[config.mk]
export PLATFORM = sky130hd
export DESIGN_NAME = pmio_irq_ctrl
export DESIGN_NICKNAME = d
export VERILOG_FILES = /design/src/rtl/pmio_pkg.sv /design/src/rtl/pmio_sync.sv /design/src/rtl/pmio_regs.sv /design/src/rtl/pmio_irq_gen.sv /design/src/rtl/pmio_irq_ctrl.sv
export SDC_FILE = /design/constraint.sdc
export NUM_CORES = 1
export LEC_CHECK = 0
export BUFFER_PORTS_ARGS = -buffer_cell sky130_fd_sc_hd__buf_2
export CAP_MARGIN = 20
export CORE_UTILIZATION = 60
export DETAILED_ROUTE_END_ITERATION = 10
export PLACE_DENSITY = 0.92
export SLEW_MARGIN = 20
export SYNTH_ARGS = -nofsm -noshare
export SYNTH_HDL_FRONTEND = slang
export SYNTH_SLANG_ARGS = --single-unit
[constraint.sdc]
create_clock -name clk -period 3.3 [get_ports clk]
set_input_delay 0.33 -clock clk [delete_from_list [all_inputs] [get_ports clk]]
set_output_delay 0.33 -clock clk [all_outputs]
set_load 0.05 [all_outputs]
[src/rtl/pmio_pkg.sv]
package pmio_pkg;

  localparam int ADDR_W = 2;
  localparam logic [ADDR_W-1:0] ADDR_PORT = 2'd0;
  localparam logic [ADDR_W-1:0] ADDR_CTRL = 2'd1;
  localparam logic [ADDR_W-1:0] ADDR_SLOT = 2'd2;

  localparam int CTRL_EN_BIT    = 2;
  localparam int CTRL_MODE_BIT  = 3;
  localparam int CTRL_CLR_BIT   = 4;
  localparam int CTRL_STORED_W  = 4;

  typedef enum logic [1:0] {
    SEL_DIR  = 2'b00,
    SEL_PIN  = 2'b01,
    SEL_MASK = 2'b10,
    SEL_CMP  = 2'b11
  } slot_sel_e;

  typedef struct packed {
    logic      match_mode;
    logic      irq_en;
    slot_sel_e sel;
  } ctrl_t;

endpackage

[src/rtl/pmio_sync.sv]
module pmio_sync #(
  parameter int WIDTH  = 8,
  parameter int STAGES = 2
) (
  input  logic             clk,
  input  logic             rst_n,
  input  logic [WIDTH-1:0] d,
  output logic [WIDTH-1:0] q
);

  logic [WIDTH-1:0] stage_q [STAGES];

  for (genvar g = 0; g < STAGES; g++) begin : g_stage
    if (g == 0) begin : g_first
      always_ff @(posedge clk or negedge rst_n) begin
        if (!rst_n) stage_q[g] <= '0;
        else        stage_q[g] <= d;
      end
    end else begin : g_next
      always_ff @(posedge clk or negedge rst_n) begin
        if (!rst_n) stage_q[g] <= '0;
        else        stage_q[g] <= stage_q[g-1];
      end
    end
  end

  assign q = stage_q[STAGES-1];

endmodule

[src/rtl/pmio_regs.sv]
module pmio_regs
  import pmio_pkg::*;
#(
  parameter int WIDTH = 8
) (
  input  logic              clk,
  input  logic              rst_n,
  input  logic              bus_we,
  input  logic [ADDR_W-1:0] bus_addr,
  input  logic [WIDTH-1:0]  bus_wdata,
  output logic [WIDTH-1:0]  bus_rdata,
  input  logic [WIDTH-1:0]  pin_sync,
  input  logic              irq_i,
  input  logic              capture_i,
  output ctrl_t             ctrl_q,
  output logic [WIDTH-1:0]  dir_q,
  output logic [WIDTH-1:0]  mask_q,
  output logic [WIDTH-1:0]  cmp_q,
  output logic [WIDTH-1:0]  out_q,
  output logic              clr_pulse
);

  localparam int PAD_W = WIDTH - CTRL_STORED_W;

  logic ctrl_wr, port_wr, slot_wr;
  logic ctrl_en, dir_en, mask_en, cmp_en, out_en;
  ctrl_t            ctrl_d;
  logic [WIDTH-1:0] dir_d, mask_d, cmp_d, out_d;

  always_comb begin
    ctrl_wr   = bus_we && (bus_addr == ADDR_CTRL);
    port_wr   = bus_we && (bus_addr == ADDR_PORT);
    slot_wr   = bus_we && (bus_addr == ADDR_SLOT);
    clr_pulse = ctrl_wr && bus_wdata[CTRL_CLR_BIT];

    ctrl_en = ctrl_wr;
    ctrl_d  = '{match_mode: bus_wdata[CTRL_MODE_BIT],
                irq_en:     bus_wdata[CTRL_EN_BIT],
                sel:        slot_sel_e'(bus_wdata[1:0])};

    dir_en  = slot_wr && (ctrl_q.sel == SEL_DIR);
    dir_d   = bus_wdata;
    mask_en = slot_wr && (ctrl_q.sel == SEL_MASK);
    mask_d  = bus_wdata;

    cmp_en = capture_i || (slot_wr && (ctrl_q.sel == SEL_CMP));
    cmp_d  = capture_i ? pin_sync : bus_wdata;

    out_en = port_wr;
    if (ctrl_q.irq_en) out_d = bus_wdata;
    else               out_d = (out_q & mask_q) | (bus_wdata & ~mask_q);
  end

  always_ff @(posedge clk or negedge rst_n) begin
    if (!rst_n)       ctrl_q <= '0;
    else if (ctrl_en) ctrl_q <= ctrl_d;
  end

  always_ff @(posedge clk or negedge rst_n) begin
    if (!rst_n)      dir_q <= '0;
    else if (dir_en) dir_q <= dir_d;
  end

  always_ff @(posedge clk or negedge rst_n) begin
    if (!rst_n)       mask_q <= '0;
    else if (mask_en) mask_q <= mask_d;
  end

  always_ff @(posedge clk or negedge rst_n) begin
    if (!rst_n)      cmp_q <= '0;
    else if (cmp_en) cmp_q <= cmp_d;
  end

  always_ff @(posedge clk or negedge rst_n) begin
    if (!rst_n)      out_q <= '0;
    else if (out_en) out_q <= out_d;
  end

  always_comb begin
    bus_rdata = '0;
    unique case (bus_addr)
      ADDR_PORT: bus_rdata = out_q;
      ADDR_CTRL: bus_rdata = {{PAD_W{1'b0}}, ctrl_q};
      ADDR_SLOT: begin
        unique case (ctrl_q.sel)
          SEL_DIR:  bus_rdata = dir_q;
          SEL_PIN:  bus_rdata = pin_sync;
          SEL_MASK: bus_rdata = mask_q;
          SEL_CMP:  bus_rdata = cmp_q;
        endcase
      end
      default:   bus_rdata = '0;
    endcase
  end

  AST_MASK_FREEZE: assert property (@(posedge clk) disable iff (!rst_n)
    (port_wr && !ctrl_q.irq_en) |=> (((out_q ^ $past(out_q)) & $past(mask_q)) == '0));

  AST_CAPTURE_HOLD: assert property (@(posedge clk) disable iff (!rst_n)
    (irq_i && !ctrl_q.match_mode && !(slot_wr && ctrl_q.sel == SEL_CMP)) |=> $stable(cmp_q));

  AST_PIN_SLOT_READONLY: assert property (@(posedge clk) disable iff (!rst_n)
    (slot_wr && ctrl_q.sel == SEL_PIN) |=> ($stable(dir_q) && $stable(mask_q)));

endmodule

[src/rtl/pmio_irq_gen.sv]
module pmio_irq_gen #(
  parameter int WIDTH = 8
) (
  input  logic             clk,
  input  logic             rst_n,
  input  logic [WIDTH-1:0] pin_sync,
  input  logic [WIDTH-1:0] mask,
  input  logic [WIDTH-1:0] cmp,
  input  logic             irq_en,
  input  logic             match_mode,
  input  logic             clr,
  output logic             irq_q,
  output logic             capture
);

  logic [WIDTH-1:0] prev_q;
  logic [WIDTH-1:0] diff_cmp, diff_prev;
  logic             cond, chg, fire, armed_q, armed_d, irq_d;

  always_comb begin
    diff_cmp  = (pin_sync ^ cmp) & ~mask;
    diff_prev = (pin_sync ^ prev_q) & ~mask;
    cond      = (diff_cmp == '0);
    chg       = (diff_prev != '0);
    fire      = irq_en && !irq_q && (match_mode ? (cond && armed_q) : chg);
    capture   = fire && !match_mode;
    irq_d     = irq_en && ((irq_q && !clr) || fire);
    if (!cond)                    armed_d = 1'b1;
    else if (fire && match_mode)  armed_d = 1'b0;
    else                          armed_d = armed_q;
  end

  always_ff @(posedge clk or negedge rst_n) begin
    if (!rst_n) begin
      prev_q  <= '0;
      armed_q <= 1'b1;
      irq_q   <= 1'b0;
    end else begin
      prev_q  <= pin_sync;
      armed_q <= armed_d;
      irq_q   <= irq_d;
    end
  end

  AST_IRQ_OFF_DISABLED: assert property (@(posedge clk) disable iff (!rst_n)
    !irq_en |=> !irq_q);

  AST_IRQ_LEVEL_HOLD: assert property (@(posedge clk) disable iff (!rst_n)
    (irq_q && irq_en && !clr) |=> irq_q);

  AST_CLEAR_DROPS: assert property (@(posedge clk) disable iff (!rst_n)
    (irq_q && clr) |=> !irq_q);

  AST_MATCH_CAUSE: assert property (@(posedge clk) disable iff (!rst_n)
    ($rose(irq_q) && $past(match_mode)) |-> $past(cond && armed_q));

  AST_NO_REFIRE: assert property (@(posedge clk) disable iff (!rst_n)
    (match_mode && !armed_q && !irq_q) |=> !irq_q);

  AST_EVENT_CAUSE: assert property (@(posedge clk) disable iff (!rst_n)
    ($rose(irq_q) && !$past(match_mode)) |-> $past(chg));

endmodule

[src/rtl/pmio_irq_ctrl.sv]
module pmio_irq_ctrl
  import pmio_pkg::*;
#(
  parameter int WIDTH       = 8,
  parameter int SYNC_STAGES = 2
) (
  input  logic              clk,
  input  logic              rst_n,
  input  logic              bus_we,
  input  logic [ADDR_W-1:0] bus_addr,
  input  logic [WIDTH-1:0]  bus_wdata,
  output logic [WIDTH-1:0]  bus_rdata,
  input  logic [WIDTH-1:0]  pin_in,
  output logic [WIDTH-1:0]  pin_out,
  output logic [WIDTH-1:0]  pin_oe,
  output logic              irq
);

  logic             rst_meta_n, rst_core_n;
  logic [WIDTH-1:0] pin_sync, dir_q, mask_q, cmp_q, out_q;
  ctrl_t            ctrl_q;
  logic             clr_pulse, capture, irq_q;

  always_ff @(posedge clk or negedge rst_n) begin
    if (!rst_n) begin
      rst_meta_n <= 1'b0;
      rst_core_n <= 1'b0;
    end else begin
      rst_meta_n <= 1'b1;
      rst_core_n <= rst_meta_n;
    end
  end

  pmio_sync #(.WIDTH(WIDTH), .STAGES(SYNC_STAGES)) u_sync (
    .clk   (clk),
    .rst_n (rst_core_n),
    .d     (pin_in),
    .q     (pin_sync)
  );

  pmio_regs #(.WIDTH(WIDTH)) u_regs (
    .clk       (clk),
    .rst_n     (rst_core_n),
    .bus_we    (bus_we),
    .bus_addr  (bus_addr),
    .bus_wdata (bus_wdata),
    .bus_rdata (bus_rdata),
    .pin_sync  (pin_sync),
    .irq_i     (irq_q),
    .capture_i (capture),
    .ctrl_q    (ctrl_q),
    .dir_q     (dir_q),
    .mask_q    (mask_q),
    .cmp_q     (cmp_q),
    .out_q     (out_q),
    .clr_pulse (clr_pulse)
  );

  pmio_irq_gen #(.WIDTH(WIDTH)) u_irq (
    .clk        (clk),
    .rst_n      (rst_core_n),
    .pin_sync   (pin_sync),
    .mask       (mask_q),
    .cmp        (cmp_q),
    .irq_en     (ctrl_q.irq_en),
    .match_mode (ctrl_q.match_mode),
    .clr        (clr_pulse),
    .irq_q      (irq_q),
    .capture    (capture)
  );

  assign pin_out = out_q;
  assign pin_oe  = dir_q;
  assign irq     = irq_q;

  AST_IRQ_NEEDS_EN: assert property (@(posedge clk) disable iff (!rst_core_n)
    irq |-> $past(ctrl_q.irq_en));

endmodule

==> summary.md <==
| Metric | Value |
|---|---|
| Status | `finished with violations` |
| Failing checks | `DRC` |
| Total Power | `2.93 mW` |
| Max Clk Rate | `403 MHz` |
| Seq/Total Area, Yosys | `0.566` |
| Tmin final | `2.48 ns` |
| Antenna viol nets, final | `0` |
| Crit Reg-Reg Endpoint | `u_regs.cmp_q[1]` |
| Fin Setup TNS | `0 ns` |
| Synth top area cells | `dfrtp_1 (56%), mux2_2 (18%), xnor2_1 (5.0%)` |
| Initial core utilization | `0.637` |
| CTS tree | `yes` |
| Worst-Skew Late Latency | `0.34 ns` |
| Initial DRC Count | `146` |
| Die Y | `70.7 µm` |
| Final Net Count | `274` |
| Startpoint types | `flop` |
| Total wire length | `5.81 mm` |
| Worst hold path cell count | `1` |
| GP Congestion | `0.813` |
| Post-synth top area cell | `dfrtp_1` |
| Worst path bufs/invs | `1` |
| Combinational Power Share | `0.356` |
| Ant diodes | `0` |
| Synth Net Count | `221` |
| Remaining DRCs | `8` |
| Mean Syn Cell Area | `14.2 µm²` |
| Global-route wire length before repair | `9.45 mm` |
| IR drop worst, VDD | `0.520 mV` |
| Clk root buf | `clkbuf_8` |
| Worst r2r src | `u_regs.ctrl_q[0]` |
| Cell area after synthesis | `0.00283 mm²` |
| Multi-input gate area | `0.00117 mm²` |
| LEAKAGE | `1.49 nW` |
| DPL Wire Length | `3.89 mm` |
| Final setup vio count | `0` |
| Reg2reg path depth | `4` |
| Clk_skew | `0.00990 ns` |
| Buffer count from post-CTS setup fixing | `0` |
| Slowest stage delay, CP | `0.73 ns` |
| CP Capture Type | `primary output` |
| GRT Total Usage | `0.262` |
| Antenna violations before repair | `0` |
| TritonRoute pass-1 iters | `7` |
| Sequential power share | `0.415` |
| Power density over the cells | `885 mW/mm²` |
| Clock sinks | `64` |
| Yosys top cell area share | `0.557` |
| Fin. Hold Viols | `0` |
| Largest net degree at the start of global routing | `33` |
| Max Slew Vio Count | `0` |
| Port bufs | `45` |
| Fraction of layout cells with a size suffix above 1 | `0.442` |
| Fraction of power spent switching nets | `0.381` |
| Hold Path Origin | `pin_in[6]` |
| FF/Latch Area | `0.00160 mm²` |
| Total congestion overflow | `0` |
| Slew HR | `0.321` |
| Final period utilization | `0.752` |
| Core area | `0.00444 mm²` |
| Sw power | `1.12 mW` |
| Crit path DAT | `2.15 ns` |
| Most common cell in the synthesized netlist | `dfrtp_1` |
| CP Max Fanout | `13` |
| Synth Flop Type | `dfrtp_1` |
| Leading cell types by count after synthesis | `dfrtp_1 (63), mux2_2 (44), xnor2_1 (16), o21ai_0 (13), inv_1 (9)` |
| CP startpoint | `u_regs.ctrl_q[0]` |
| Via density | `5.91` |
| #FFs+latches synth | `64` |
| Share of synthesized flip-flops with an asynchronous set or reset | `1.00` |
| Via count | `1,831` |
| Worst EP required | `2.97 ns` |
| Syn Inst Count | `200` |
| Post-cts resize count | `0` |
| Crit path cell chain | `mux4_1 > mux2i_1 > nor2_1 > buf_2` |
| Die width | `70.7 µm` |
| Unique cell type count in the Yosys netlist | `24` |
| Top-Level Pins | `46` |
| Total CTS buffers | `9` |
| Drt wl/cell | `18.7 µm` |
| RSZ-0062 raised after global routing | `no` |
| # placed instances | `293` |
| Hold WC Path Type | `in2reg` |
| Hold Path Sink | `u_sync.stage_q[14]` |
| Worst-margin pin slew | `1.02 ns` |
| Rows | `24` |
| Post-synth EDFFs | `0` |
| Total of max-cap violations | `0` |
| Clk slew on worst S/H paths | `0.06 ns` |
| Filler cells | `299` |
| Internal | `1.82 mW` |
| Clock Tree Buf Depth | `2` |
| Cell family with most CP delay | `multiplexers` |
| Clock power share | `0.229` |
| H-tree levels | `3` |
| Synth warn | `0` |
| Die area | `0.00500 mm²` |
| Fin cells | `310` |
| R2R Setup Slk | `1.07 ns` |
| Layout area overhead | `17.2%` |
| Vias in the first global route | `1,874` |
| Setup CP Type | `reg2out` |
| Slowest cell on the critical path | `dfrtp_1` |
-- worst reg2reg max path, cell delays in order (launching register included) --
cell	delay (ns)
dfrtp_1	0.73
nand2_1	0.12
nor2_1	0.60
mux2_2	0.41
mux2_2	0.26
-- power groups by stage --
stage	clock network (mW)	registers (mW)	logic [mW]
4_1_cts	0.682	1.21	1.05
3_3_place_gp	0	1.21	1.02
3_5_place_dp	0	1.23	1.04
6_report	0.671	1.22	1.05
5_1_grt	0.719	1.25	1.10
2_1_floorplan	0	1.43	0.583
-- placed cells by master (no fill, tap or decap), types with 2 or more instances in the layout --
cell      instances
buf_2            45
clkbuf_1          2
nor2_1            6
mux2i_1           8
inv_1             9
mux4_1            3
mux2_2           44
o21ai_0          13
xnor2_1          16
dfrtp_1          62
mux4_2            5
nor4_1            2
clkinv_2          2
o22ai_1           8
nand2_1           8
clkbuf_8         11
-- cells by family after synthesis --
kind of cell | count (synthesis) | synth area share
buf+inv | 14 | 0.0195
flops | 64 | 0.566
mux | 60 | 0.271
simple gates | 22 | 0.0455
other cells | 1 | 0.00132
xor+xnor | 16 | 0.0495
compound gates | 23 | 0.0469
-- repair_timing --
item | 4_1_cts | 5_1_grt
setup endpoints to repair | 0 | 0
hold buffers | 1 | 0
hold endpoints to repair | 2 | 0
-- metal layers --
layer  vias up  routed length [µm]  track usage
met4         0                 102        0.120
met3         9                 315       0.0684
met2        66                2930        0.409
met1       929                2460        0.349
met5         -                   0            0
li1        827                   -            -
-- through the flow --
step | instance area [µm²] | setup WS [ns] | utilization | hold WS [ns]
after floorplan | 2830 | 0.862 | - | 0.0344
after global placement | 3110 | 1.17 | 0.699 | 0.115
after detailed placement | 3110 | 1.11 | 0.699 | 0.115
after CTS | 3320 | 0.799 | 0.746 | 0.0862
after global routing | 3320 | 0.701 | 0.746 | 0.0698
final | 3320 | 0.817 | 0.746 | 0.0951
-- layout make-up --
cell class | instances | share of cell area
Clock buffer | 13 | 0.0479
Clock inverter | 3 | 0.0121
Inverter | 9 | 0.0102
Multi-Input combinational cell | 122 | 0.353
Sequential cell | 64 | 0.484
Tap cell | 52 | 0.0196
Timing Repair Buffer | 47 | 0.0732
-- worst max path at each step --
stage,to,slack (ns),depth (start not counted)
3_5_place_dp,u_regs.cmp_q[1],1.11,4
3_3_place_gp,u_regs.cmp_q[1],1.17,4
6_report,bus_rdata[5],0.82,4
2_1_floorplan,bus_rdata[0],0.86,4
4_1_cts,bus_rdata[5],0.80,4
5_1_grt,bus_rdata[1],0.70,4
Power figures use the tool's default switching activity.
